<file path="config.mk">
export PLATFORM = sky130hd
export DESIGN_NAME = lmt_timer
export DESIGN_NICKNAME = d
export VERILOG_FILES = /design/src/rtl/lmt_pkg.sv /design/src/rtl/lmt_regdec.sv /design/src/rtl/lmt_ctrl.sv /design/src/rtl/lmt_count.sv /design/src/rtl/lmt_rdmux.sv /design/src/rtl/lmt_timer.sv
export SDC_FILE = /design/constraint.sdc
export NUM_CORES = 1
export LEC_CHECK = 0
export CORE_ASPECT_RATIO = 0.75
export CORE_MARGIN = 10
export CORE_UTILIZATION = 50
export DETAILED_ROUTE_END_ITERATION = 6
export GPL_ROUTABILITY_DRIVEN = 0
export HOLD_SLACK_MARGIN = 0.05
export MAX_ROUTING_LAYER = met4
export PLACE_DENSITY = 0.71
export SLEW_MARGIN = 0
export SYNTH_ARGS = -nofsm -noshare
export SYNTH_HDL_FRONTEND = slang
export SYNTH_SLANG_ARGS = --single-unit
</file>
<file path="constraint.sdc">
create_clock -name clk -period 5.7 [get_ports clk]
set_input_delay 1.14 -clock clk [delete_from_list [all_inputs] [get_ports clk]]
set_output_delay 1.14 -clock clk [all_outputs]
set_load 0.05 [all_outputs]
</file>
<file path="src/rtl/lmt_pkg.sv">
package lmt_pkg;

    localparam int unsigned BUS_W   = 32;
    localparam int unsigned SHIFT   = 9;
    localparam int unsigned CNT_W   = 64;
    localparam int unsigned LIM_W   = BUS_W - 1 - SHIFT;
    localparam int unsigned PER_W   = CNT_W - SHIFT;
    localparam int unsigned IDX_W   = 3;
    localparam int unsigned N_IDX   = 1 << IDX_W;

    typedef enum logic [1:0] {
        ST_LIMIT = 2'd0,
        ST_URUN  = 2'd1,
        ST_UHALT = 2'd2
    } tmr_state_e;

    typedef enum logic [IDX_W-1:0] {
        IX_LIMIT = 3'd0,
        IX_COUNT = 3'd1,
        IX_LIMNR = 3'd2,
        IX_STAT  = 3'd3
    } reg_idx_e;

    typedef struct packed {
        logic wr_lim;
        logic wr_cnt;
        logic wr_limnr;
        logic wr_stat;
        logic rd_lim;
        logic rd_cnt;
        logic rd_stat;
    } strobe_t;

endpackage

</file>
<file path="src/rtl/lmt_regdec.sv">
module lmt_regdec
    import lmt_pkg::*;
(
    input  logic             clk,
    input  logic             rst_n,
    input  logic             bus_en,
    input  logic             bus_we,
    input  logic [IDX_W-1:0] idx,
    output strobe_t          stb
);

    logic [N_IDX-1:0] sel;

    for (genvar gi = 0; gi < N_IDX; gi++) begin : g_sel
        assign sel[gi] = bus_en && (idx == gi[IDX_W-1:0]);
    end

    always_comb begin
        stb          = '0;
        stb.wr_lim   = sel[IX_LIMIT] &&  bus_we;
        stb.wr_cnt   = sel[IX_COUNT] &&  bus_we;
        stb.wr_limnr = sel[IX_LIMNR] &&  bus_we;
        stb.wr_stat  = sel[IX_STAT]  &&  bus_we;
        stb.rd_lim   = sel[IX_LIMIT] && !bus_we;
        stb.rd_cnt   = sel[IX_COUNT] && !bus_we;
        stb.rd_stat  = sel[IX_STAT]  && !bus_we;
    end

    // at most one register strobe per access
    p_one_strobe_r1: assert property (@(posedge clk) disable iff (!rst_n)
        $onehot0({stb.wr_lim, stb.wr_cnt, stb.wr_limnr, stb.wr_stat,
                  stb.rd_lim, stb.rd_cnt, stb.rd_stat}));

endmodule

</file>
<file path="src/rtl/lmt_ctrl.sv">
module lmt_ctrl
    import lmt_pkg::*;
(
    input  logic       clk,
    input  logic       rst_n,
    input  logic       user_mode,
    input  logic       stat_wr,
    input  logic       stat_bit,
    output tmr_state_e state,
    output logic       is_user,
    output logic       running,
    output logic       mode_chg
);

    tmr_state_e state_n;

    always_comb begin
        state_n = state;
        unique case (state)
            ST_LIMIT: begin
                if (user_mode) state_n = ST_URUN;              // go_user
            end
            ST_URUN: begin
                if (!user_mode)                 state_n = ST_LIMIT;  // go_limit
                else if (stat_wr && !stat_bit)  state_n = ST_UHALT;  // user_stop
            end
            ST_UHALT: begin
                if (!user_mode)                 state_n = ST_LIMIT;  // go_limit
                else if (stat_wr && stat_bit)   state_n = ST_URUN;   // user_start
            end
            default: state_n = ST_LIMIT;
        endcase
    end

    always_ff @(posedge clk) begin
        if (!rst_n) state <= ST_LIMIT;
        else        state <= state_n;
    end

    always_comb begin
        is_user  = (state != ST_LIMIT);
        running  = (state != ST_UHALT);
        mode_chg = (user_mode != is_user);
    end

    // a stopped user counter stays stopped without a start write
    p_halt_hold_r9: assert property (@(posedge clk) disable iff (!rst_n)
        (state == ST_UHALT && user_mode && !(stat_wr && stat_bit))
        |=> (state == ST_UHALT));

    // the mode follows user_mode one cycle later
    p_mode_follow_r10: assert property (@(posedge clk) disable iff (!rst_n)
        mode_chg |=> (is_user == $past(user_mode)));

endmodule

</file>
<file path="src/rtl/lmt_count.sv">
module lmt_count
    import lmt_pkg::*;
(
    input  logic             clk,
    input  logic             rst_n,
    input  logic             tick_en,
    input  logic             is_user,
    input  logic             running,
    input  logic             mode_chg,
    input  strobe_t          stb,
    input  logic [LIM_W-1:0] lim_field,
    output logic [PER_W-1:0] cnt,
    output logic [LIM_W-1:0] lim,
    output logic             reached,
    output logic             irq
);

    localparam logic [LIM_W-1:0] LIM_MAX = '1;
    localparam logic [PER_W-1:0] ONE     = {{(PER_W-1){1'b0}}, 1'b1};

    logic [PER_W-1:0] cnt_inc;
    logic [LIM_W-1:0] lim_new;
    logic             hit;
    logic             clr_cnt;
    logic             adv;

    always_comb begin
        cnt_inc = cnt + ONE;
        lim_new = (lim_field == '0) ? LIM_MAX : lim_field;
        hit     = !is_user && (cnt_inc >= {{(PER_W-LIM_W){1'b0}}, lim});
        clr_cnt = (stb.wr_lim) || (stb.wr_cnt && is_user);
        adv     = tick_en && running;
    end

    always_ff @(posedge clk) begin
        if (!rst_n) begin
            cnt     <= '0;
            lim     <= LIM_MAX;
            reached <= 1'b0;
            irq     <= 1'b0;
        end else if (mode_chg) begin
            cnt     <= '0;
            reached <= 1'b0;
            irq     <= 1'b0;
        end else begin
            if (stb.rd_lim && !is_user) begin
                reached <= 1'b0;
                irq     <= 1'b0;
            end
            if (clr_cnt) begin
                cnt <= '0;
                irq <= 1'b0;
                if (!is_user) lim <= lim_new;
            end else if (adv) begin
                if (hit) begin
                    cnt     <= '0;
                    reached <= 1'b1;
                    irq     <= 1'b1;
                end else begin
                    cnt <= cnt_inc;
                end
            end
            if (stb.wr_limnr) lim <= lim_new;
        end
    end

    // an ordinary tick moves the count up by exactly one unit
    p_step_r2: assert property (@(posedge clk) disable iff (!rst_n)
        (adv && !mode_chg && !clr_cnt && !hit) |=> (cnt == $past(cnt) + ONE));

    // a limit hit wraps to zero and flags the event
    p_wrap_r4: assert property (@(posedge clk) disable iff (!rst_n)
        (adv && hit && !mode_chg && !clr_cnt) |=> (cnt == '0 && reached && irq));

    // a limit read acknowledges unless a new hit lands at the same edge
    p_ack_r5: assert property (@(posedge clk) disable iff (!rst_n)
        (stb.rd_lim && !is_user && !mode_chg && !(adv && hit)) |=> (!irq && !reached));

    // a limit write restarts the count and lowers the interrupt
    p_wrlim_r6: assert property (@(posedge clk) disable iff (!rst_n)
        (stb.wr_lim && !mode_chg) |=> (cnt == '0 && !irq));

    // the stored limit is never zero
    p_lim_nz_r6: assert property (@(posedge clk) disable iff (!rst_n)
        lim != '0);

    // a limit-without-reset write does not touch an idle count
    p_limnr_r7: assert property (@(posedge clk) disable iff (!rst_n)
        (stb.wr_limnr && !mode_chg && !tick_en) |=> $stable(cnt));

    // user mode is silent
    p_user_quiet_r8: assert property (@(posedge clk) disable iff (!rst_n)
        is_user |-> (!irq && !reached));

    // a stopped counter holds its value
    p_stop_hold_r9: assert property (@(posedge clk) disable iff (!rst_n)
        (!running && !mode_chg && !clr_cnt) |=> $stable(cnt));

endmodule

</file>
<file path="src/rtl/lmt_rdmux.sv">
module lmt_rdmux
    import lmt_pkg::*;
(
    input  logic [IDX_W-1:0] idx,
    input  logic             is_user,
    input  logic             running,
    input  logic [PER_W-1:0] cnt,
    input  logic [LIM_W-1:0] lim,
    input  logic             reached,
    output logic [BUS_W-1:0] rdata
);

    logic [CNT_W-1:0] cnt_full;

    always_comb begin
        cnt_full = {cnt, {SHIFT{1'b0}}};
        unique case (idx)
            IX_LIMIT: rdata = is_user ? cnt_full[CNT_W-1:BUS_W]
                                      : {1'b0, lim, {SHIFT{1'b0}}};
            IX_COUNT: rdata = is_user ? cnt_full[BUS_W-1:0]
                                      : {reached, cnt[LIM_W-1:0], {SHIFT{1'b0}}};
            IX_STAT:  rdata = {{(BUS_W-1){1'b0}}, running};
            default:  rdata = '0;
        endcase
    end

endmodule

</file>
<file path="src/rtl/lmt_timer.sv">
module lmt_timer
    import lmt_pkg::*;
(
    input  logic        clk,
    input  logic        rst_n,
    input  logic        tick_en,
    input  logic        user_mode,
    input  logic        bus_en,
    input  logic        bus_we,
    input  logic [4:2]  bus_addr,
    input  logic [31:0] bus_wdata,
    output logic [31:0] bus_rdata,
    output logic        irq
);

    strobe_t          stb;
    tmr_state_e       state;
    logic             is_user;
    logic             running;
    logic             mode_chg;
    logic [PER_W-1:0] cnt;
    logic [LIM_W-1:0] lim;
    logic             reached;

    lmt_regdec u_dec (
        .clk    (clk),
        .rst_n  (rst_n),
        .bus_en (bus_en),
        .bus_we (bus_we),
        .idx    (bus_addr),
        .stb    (stb)
    );

    lmt_ctrl u_ctrl (
        .clk       (clk),
        .rst_n     (rst_n),
        .user_mode (user_mode),
        .stat_wr   (stb.wr_stat),
        .stat_bit  (bus_wdata[0]),
        .state     (state),
        .is_user   (is_user),
        .running   (running),
        .mode_chg  (mode_chg)
    );

    lmt_count u_cnt (
        .clk       (clk),
        .rst_n     (rst_n),
        .tick_en   (tick_en),
        .is_user   (is_user),
        .running   (running),
        .mode_chg  (mode_chg),
        .stb       (stb),
        .lim_field (bus_wdata[BUS_W-2:SHIFT]),
        .cnt       (cnt),
        .lim       (lim),
        .reached   (reached),
        .irq       (irq)
    );

    lmt_rdmux u_rd (
        .idx     (bus_addr),
        .is_user (is_user),
        .running (running),
        .cnt     (cnt),
        .lim     (lim),
        .reached (reached),
        .rdata   (bus_rdata)
    );

    // the interrupt line is low whenever the block sits in a user state
    p_user_state_r8: assert property (@(posedge clk) disable iff (!rst_n)
        (state != ST_LIMIT) |-> !irq);

endmodule

</file>
==> results of run 1 <==
-- Yosys cell counts, types with 24 or more instances --
master / instances / area share
xor2_1: 29 / 0.045
o22ai_1: 25 / 0.028
nor2_1: 63 / 0.042
clkbuf_1: 32 / 0.021
nand2_1: 97 / 0.065
dfxtp_1: 81 / 0.29
xnor2_1: 39 / 0.061
o21ai_0: 36 / 0.032
inv_1: 31 / 0.021
ha_1: 24 / 0.054
nand4_1: 25 / 0.028
nand3_1: 33 / 0.029
-- per-layer routing --
metal / GRT usage / vias up
met1: 0.319 / 2682
met4: 0.0639 / 0
met5: - / -
met2: 0.304 / 296
met3: 0.0658 / 39
li1: - / 2689
-- state kept, by name, indices dropped and copies added (netlist names) --
signal	cells
u_cnt.reached	1
u_cnt.irq	1
u_ctrl.state	2
u_cnt.cnt	55
u_cnt.lim	22
-- through the flow --
| step | area [um^2] | power [mW] | utilization | hold WS (ps) | std cells |
|---|---|---|---|---|---|
| 3_3_place_gp | 6300 | 0.842 | 0.576 | 476 | 896 |
| 5_1_grt | 6600 | 1.45 | 0.603 | 519 | 912 |
| 6_report | 6600 | 1.41 | 0.603 | 498 | 912 |
| 2_1_floorplan | 5610 | 0.761 | - | 461 | 730 |
| 4_1_cts | 6600 | 1.41 | 0.603 | 498 | 912 |
| 3_5_place_dp | 6300 | 0.847 | 0.576 | 479 | 896 |
-- power by group --
group	total, mW	switching (mW)	internal, mW
combinational	0.256	0.163	0.0925
clock	0.570	0.250	0.320
sequential	0.582	0.0101	0.572
-- cells by family (layout without fill, tap and decap cells) --
family,count (synthesis),after routing
buffers and inverters,78,120
flip-flops,81,81
AO/OA/AOI/OAI,129,129
adder cells (fa/ha/maj),24,24
XOR/XNOR,68,68
AND/OR/NAND/NOR,327,327
multiplexers,23,23
-- path summary, 6_finish.rpt --
path                                  start                    endpoint  cells after the start
setup / recovery                bus_addr[3]               bus_rdata[30]                      4
hold / removal         u_cnt.irq$_SDFF_PP0_        u_cnt.irq$_SDFF_PP0_                      1
setup reg to reg  u_cnt.cnt[0]$_SDFFE_PP0P_  u_cnt.cnt[45]$_SDFFE_PP0P_                     16
hold reg to reg        u_cnt.irq$_SDFF_PP0_        u_cnt.irq$_SDFF_PP0_                      1
-- cell type report --
class / instances / area [um^2] / area share
Clock buffer: 11 / 253 / 0.0383
Clock inverter: 5 / 40.0 / 0.00607
Inverter: 31 / 116 / 0.0176
Multi-Input combinational cell: 571 / 3680 / 0.558
Sequential cell: 81 / 1620 / 0.246
Tap cell: 140 / 175 / 0.0266
Timing Repair Buffer: 73 / 708 / 0.107
-- worst max-delay path, cell delays in order --
cell and delay [ps]:
clkdlybuf4s50_1 520, or3_1 760, o21ai_0 480, clkdlybuf4s50_1 890
==> flow_summary.json, run 1 <==
{
  "outcome": "completed",
  "endpoint_kind": "primary output",
  "cts.path.max_buffers": 2,
  "final_nets": 832,
  "initial_utilization": 0.513,
  "tightestPinTransition_ps": 1040,
  "final_cell_mix": "nand2_1, dfxtp_1, clkdlybuf4s50_1, nor2_1, xnor2_1",
  "fillerInstances": 999,
  "setup_violations": 0,
  "grt_overflow": 0,
  "numCtsBuffers": 9,
  "cts.repair.resized": 0,
  "power.leakage_nw": 2.67,
  "num_rows": 33,
  "tritoncts": "yes",
  "synth_compound_area_frac": 0.156,
  "rsz0062_at_grt": "false",
  "drv_cap": 0,
  "layout_commonest_cell": "nand2_1",
  "wire_per_inst_um": 19.6,
  "synthSimpleGateAreaFrac": 0.296,
  "cts_root_buffer": "clkbuf_16",
  "area_growth_pct": 17.6,
  "synth_fa_ha_area_frac": 0.0535,
  "wl_met2_um": 7240,
  "initialDrtViolationCount": 643,
  "yosysSeqAreaShare": 0.289,
  "m1WireLength_um": 8370,
  "firstDrtPassIters": 7,
  "r2r_slack_ps": 860,
  "final_layout_size_suffix_gt1_frac": 0.0583,
  "synth_nets": 795,
  "critPathMaxFanout": 23,
  "grt_pass1_wl_um": 28800,
  "netlist_instances": 730,
  "synth-seq-cells": 81,
  "layout_min_cycle_time_ps": 4930,
  "fmax_mhz": 203,
  "arrival_ps": 3790,
  "cts.sinks": 81,
  "async_flop_share": 0,
  "path_class": "input port to primary output",
  "hold_buffers": 0,
  "port_buffers": 64,
  "vias": 5706,
  "wl_um": 17800,
  "synth_top_family_by_area": "simple AND/OR/NAND/NOR gates",
  "fin_skew_ps": 7.08,
  "synth-xor-area-share": 0.106,
  "clkTransAtPathRegs_ps": 60,
  "post-cts-setup-buffers": 0,
  "slew_headroom": 0.305,
  "ant_nets": 0,
  "finalHoldViolations": 0,
  "synth_cell_types": 61,
  "htreeDepth": 3,
  "critical_path_required_ps": 4560,
  "detailed_place_hpwl_um": 13500,
  "final.setup.worst_slack_ps": 768,
  "die_y_um": 112,
  "antenna_found_initial": 0,
  "top_layer": "met4",
  "synthFlopType": "dfxtp_1",
  "vias_per_cell": 6.26,
  "die_area_um2": 15900,
  "die_w_um": 142,
  "netlist_area_um2": 5610,
  "post-route-drc-count": 0,
  "gr-usage-all-layers": 0.227,
  "clk_latency_ps": 350,
  "start_kind": "input port",
  "synth_edf_count": 0,
  "synthMuxAreaShare": 0.0410,
  "place_worst_setup_slack_ps": 837,
  "grt_max_degree": 30,
  "hp-class": "flop to flop",
  "final.setup.tns_ps": 0,
  "grt_pass1_vias": 5390,
  "ys_warn_count": 0,
  "pwr_density_cell_nw_per_um2": 213,
  "diodes": 0,
  "wl_met3_um": 1850,
  "core-area_um2": 10900,
  "io_pins": 74,
  "avgSynthCellArea_um2": 7.69,
  "drv_slew": 0,
  "vdd_ir_drop_max_mv": 0.148,
  "finalCritPeriodShare": 0.865
}
(Power assumes the default switching activity.)
==> run 2: changes to the inputs <==
==> constraint.sdc (replaced) <==
create_clock -name clk -period 5.77 [get_ports clk]
set_input_delay 1.154 -clock clk [delete_from_list [all_inputs] [get_ports clk]]
set_output_delay 1.154 -clock clk [all_outputs]
set_load 0.05 [all_outputs]
==> run 2 against run 1 <==
- sequential power shrank 1%
- count of clock-buffer cells in the layout did not move
- clock power up 16%
- die area stayed put
- utilization rose by 0.33 points
- combinational power hardly changed
- setup slack gained 130 ps
- final cell count shrank 0.11%
- critical path type unchanged
==> flow_summary.json, run 2 (same netlist as run 1, synthesis figures left out) <==
{
  "die_y_um": 112,
  "die_w_um": 142,
  "post-route-drc-count": 0,
  "rsz0062_at_grt": "false",
  "instances_no_fill": 911,
  "hp-class": "flop to flop",
  "clk_latency_ps": 350,
  "r2r_cells": 16,
  "critPathMaxFanout": 23,
  "setup_violations": 0,
  "tritoncts": "yes",
  "post-cts-setup-buffers": 0,
  "tightestPinTransition_ps": 1150,
  "vias_per_cell": 6.30,
  "diodes": 0,
  "fmax_mhz": 205,
  "power.leakage_nw": 2.69,
  "io_pins": 74,
  "finalCritPeriodShare": 0.844,
  "final_layout_size_suffix_gt1_frac": 0.0545,
  "pwr_density_cell_nw_per_um2": 225,
  "hold_end": "u_cnt.reached$_SDFF_PP0_",
  "final_cell_mix": "nand2_1, dfxtp_1, clkdlybuf4s50_1, nor2_1, xnor2_1",
  "detailed_place_hpwl_um": 13700,
  "port_buffers": 64,
  "layout_commonest_cell": "nand2_1",
  "slew_headroom": 0.234,
  "final.setup.tns_ps": 0,
  "grt_overflow": 0,
  "area_growth_pct": 18.2,
  "grt_max_degree": 28,
  "wire_per_inst_um": 19.9,
  "layout_min_cycle_time_ps": 4870,
  "path_class": "input port to primary output",
  "largest-register": "u_cnt.cnt",
  "drv_cap": 0,
  "cts.path.max_buffers": 2,
  "utilization": 0.606,
  "vias": 5736,
  "r2r-start": "u_cnt.cnt[0]$_SDFFE_PP0P_",
  "reg_top3": "u_cnt.cnt: 55 flops, u_cnt.lim: 22 flops, u_ctrl.state: 2 flops",
  "initial_utilization": 0.513,
  "firstDrtPassIters": 5,
  "clkTransAtPathRegs_ps": 60,
  "hold_buffers": 0,
  "cts.repair.resized": 0,
  "whs_path_depth": 1,
  "vdd_ir_drop_max_mv": 0.154,
  "fin_area_um2": 6630,
  "htreeDepth": 3,
  "numCtsBuffers": 9,
  "wl_um": 18200,
  "arrival_ps": 3720,
  "worstReg2RegEnd": "u_cnt.cnt[24]$_SDFFE_PP0P_",
  "critical_path_required_ps": 4620,
  "core-area_um2": 10900,
  "ant_nets": 0,
  "start_kind": "input port",
  "drv_slew": 0,
  "cts_root_buffer": "clkbuf_16",
  "fin_skew_ps": 5.60,
  "hold_path_startpoint": "u_cnt.reached$_SDFF_PP0_",
  "largest_register_ffs": 55,
  "final_nets": 831,
  "gr-usage-all-layers": 0.230,
  "num_rows": 33,
  "endpoint_kind": "primary output",
  "initialDrtViolationCount": 678,
  "die_area_um2": 15900,
  "place_area_um2": 6300,
  "grt_pass1_vias": 5355,
  "antenna_found_initial": 0,
  "outcome": "completed",
  "r2r_slack_ps": 950,
  "grt_pass1_wl_um": 29100,
  "cts.sinks": 81,
  "whs_ps": 491,
  "placed_cells": 895,
  "finalHoldViolations": 0
}
==> run 2: cell types whose count changed in the layout (fill, tap and decap cells not counted), sizes merged <==
cell	change
clkinvlp	-3
bufinv	+3
buf	-1
==> run 2: stage by stage <==
step / power [mW] / setup slack, ps
3_5_place_dp: 0.840 / 922
4_1_cts: 1.49 / 895
5_1_grt: 1.54 / 533
6_report: 1.49 / 897
3_3_place_gp: 0.833 / 950
2_1_floorplan: 0.752 / 1670
==> run 2: per-layer routing <==
layer,up-vias,part of all wire,track usage,wire [um]
met5,-,0,-,0
met4,0,0.031,0.0781,559
li1,2693,-,-,-
met3,50,0.10,0.0586,1860
met2,331,0.41,0.313,7380
met1,2662,0.46,0.320,8380
==> run 2: how the worst max path moves through the flow <==
stage	from	to	slack [ps]
4_1_cts	bus_addr[3]	bus_rdata[20]	900
3_5_place_dp	bus_addr[3]	bus_rdata[20]	920
2_1_floorplan	u_ctrl.state[1]$_SDFFE_PN0P_	bus_rdata[16]	1670
5_1_grt	u_cnt.cnt[0]$_SDFFE_PP0P_	u_cnt.cnt[36]$_SDFFE_PP0P_	530
3_3_place_gp	bus_addr[3]	bus_rdata[20]	950
6_report	bus_addr[3]	bus_rdata[20]	900
==> run 2: layout make-up <==
cell class,count,area (um^2)
clock buffer,11,233
multi-input combinational,571,3680
tap,140,175
inverter,31,116
sequential,81,1620
timing repair buffer,72,701
clock inverter,5,104
fill,999,4310
==> run 2: where the power goes <==
group	internal, mW	total, mW	switching (mW)
Sequential	0.565	0.576	0.0103
Clock	0.423	0.662	0.239
Combinational	0.0925	0.255	0.162
Total	1.08	1.49	0.411
==> run 2: critical path, cell delays in order <==
cell	delay, ps
clkdlybuf4s50_1	540
or3_1	750
o21ai_0	390
clkdlybuf4s50_1	870
==> run 3: changes to the inputs <==
==> constraint.sdc (replaced) <==
create_clock -name clk -period 5 [get_ports clk]
set_input_delay 1 -clock clk [delete_from_list [all_inputs] [get_ports clk]]
set_output_delay 1 -clock clk [all_outputs]
set_load 0.05 [all_outputs]
==> run 3 against run 2 <==
- largest power group unchanged
- combinational power increased by 16%
- clock power increased by 2%
- setup slack got worse by 550 ps
- utilization increased by 0.10 points
- via count increased by 0.82%
- critical endpoint is now bus_rdata[30]
- largest cell class unchanged
- total power increased by 9.4%
- non-clock buffer count increased by 7
==> flow_summary.json, run 3 (same netlist as run 1, synthesis figures left out) <==
{
  "outcome": "completed",
  "hp-class": "flop to flop",
  "grt_overflow": 0,
  "seq_power_share": 0.407,
  "detailed_place_hpwl_um": 13900,
  "whs_ps": 499,
  "place_area_um2": 6350,
  "cp_slowest_cell": "clkdlybuf4s50_1",
  "fmax_mhz": 215,
  "largest-register": "u_cnt.cnt",
  "firstDrtPassIters": 6,
  "pwr-share-clk": 0.413,
  "vdd_ir_drop_max_mv": 0.161,
  "p_sw_frac": 0.291,
  "slew_headroom": 0.328,
  "diodes": 0,
  "instances_no_fill": 918,
  "io_pins": 74,
  "post-cts-setup-buffers": 0,
  "placed_cells": 902,
  "initial_utilization": 0.513,
  "fillerInstances": 983,
  "switchingPower_mw": 0.476,
  "tritoncts": "yes",
  "final_cell_mix": "nand2_1, dfxtp_1, clkdlybuf4s50_1, nor2_1, xnor2_1",
  "finalCritPeriodShare": 0.930,
  "grt_max_degree": 31,
  "hold_buffers": 0,
  "power.leakage_nw": 2.71,
  "comb_power_share": 0.180,
  "rsz0062_at_grt": "false",
  "grt_pass1_wl_um": 29300,
  "multiInputGateArea_um2": 3680,
  "tightestPinTransition_ps": 999,
  "fin_skew_ps": 6.68,
  "worstPathBufferInverterCount": 2,
  "cts.path.max_buffers": 2,
  "htreeDepth": 3,
  "area_growth_pct": 18.4,
  "largest_register_ffs": 55,
  "die_w_um": 142,
  "wl_um": 18600,
  "die_y_um": 112,
  "cp_cell_sequence": "clkdlybuf4s50_1 > or3_1 > o21ai_0 > clkdlybuf4s50_1",
  "drv_cap": 0,
  "cts_root_buffer": "clkbuf_16",
  "vias": 5783,
  "port_buffers": 64,
  "layout_commonest_cell": "nand2_1",
  "post-route-drc-count": 0,
  "pwr_density_cell_nw_per_um2": 246,
  "crit_top_cell": "clkdlybuf4s50_1",
  "critPathTopFamily": "buffers and inverters",
  "drv_slew": 0,
  "path_class": "input port to primary output",
  "internal_power_mw": 1.16,
  "num_rows": 33,
  "clkTransAtPathRegs_ps": 60,
  "final.setup.tns_ps": 0,
  "clk_latency_ps": 340,
  "fin_area_um2": 6650,
  "finalPower_mw": 1.63,
  "initialDrtViolationCount": 734,
  "critical_path_required_ps": 4000,
  "reg_top3": "u_cnt.cnt: 55 flops, u_cnt.lim: 22 flops, u_ctrl.state: 2 flops",
  "start_kind": "input port",
  "cts.sinks": 81,
  "seqCellArea_um2": 1620,
  "die_area_um2": 15900,
  "numCtsBuffers": 9,
  "setup_violations": 0,
  "layout_min_cycle_time_ps": 4650,
  "final_nets": 838,
  "arrival_ps": 3650,
  "core-area_um2": 10900,
  "ant_nets": 0,
  "cts.repair.resized": 0,
  "critPathMaxFanout": 23,
  "wire_per_inst_um": 20.2,
  "antenna_found_initial": 0,
  "gr-usage-all-layers": 0.232,
  "grt_pass1_vias": 5404,
  "vias_per_cell": 6.30,
  "finalHoldViolations": 0,
  "endpoint_kind": "primary output",
  "final_layout_size_suffix_gt1_frac": 0.0630,
  "cpPeakStageDelay_ps": 890
}
run 3: worst paths after layout:
kind,start,to,slack (ps),cells past startpoint
setup reg to reg,u_cnt.cnt[0]$_SDFFE_PP0P_,u_cnt.cnt[42]$_SDFFE_PP0P_,480,16
setup / recovery,bus_addr[3],bus_rdata[30],350,4
hold / removal,u_cnt.reached$_SDFF_PP0_,u_cnt.reached$_SDFF_PP0_,500,1
hold reg to reg,u_cnt.reached$_SDFF_PP0_,u_cnt.reached$_SDFF_PP0_,500,1
run 3: per-stage QoR:
| stage | setup slack, ps | util |
|---|---|---|
| floorplan | 1050 | - |
| global placement | 437 | 0.580 |
| detailed placement | 410 | 0.580 |
| CTS | 389 | 0.607 |
| global route | 188 | 0.607 |
| finish | 348 | 0.607 |
run 3: routing by layer:
metal / routed length [um] / track usage / vias up
met5: 0 / - / -
met2: 7620 / 0.317 / 311
met4: 474 / 0.0693 / 0
met1: 8540 / 0.323 / 2710
li1: - / - / 2711
met3: 1910 / 0.0611 / 51
run 3: final cells by class:
| cell class | instances | share of cell area |
|---|---|---|
| Tap cell | 140 | 0.0264 |
| Clock buffer | 11 | 0.0365 |
| Inverter | 31 | 0.0175 |
| Timing Repair Buffer | 79 | 0.113 |
| Sequential cell | 81 | 0.244 |
| Clock inverter | 5 | 0.00828 |
| Multi-Input combinational cell | 571 | 0.554 |
run 3: power groups by stage:
stage | clock network [mW] | registers (mW) | logic (mW)
final | 0.675 | 0.664 | 0.295
after floorplan | 0 | 0.672 | 0.196
after global placement | 0 | 0.678 | 0.284
after detailed placement | 0 | 0.678 | 0.290
after global routing | 0.704 | 0.665 | 0.313
after CTS | 0.678 | 0.664 | 0.290
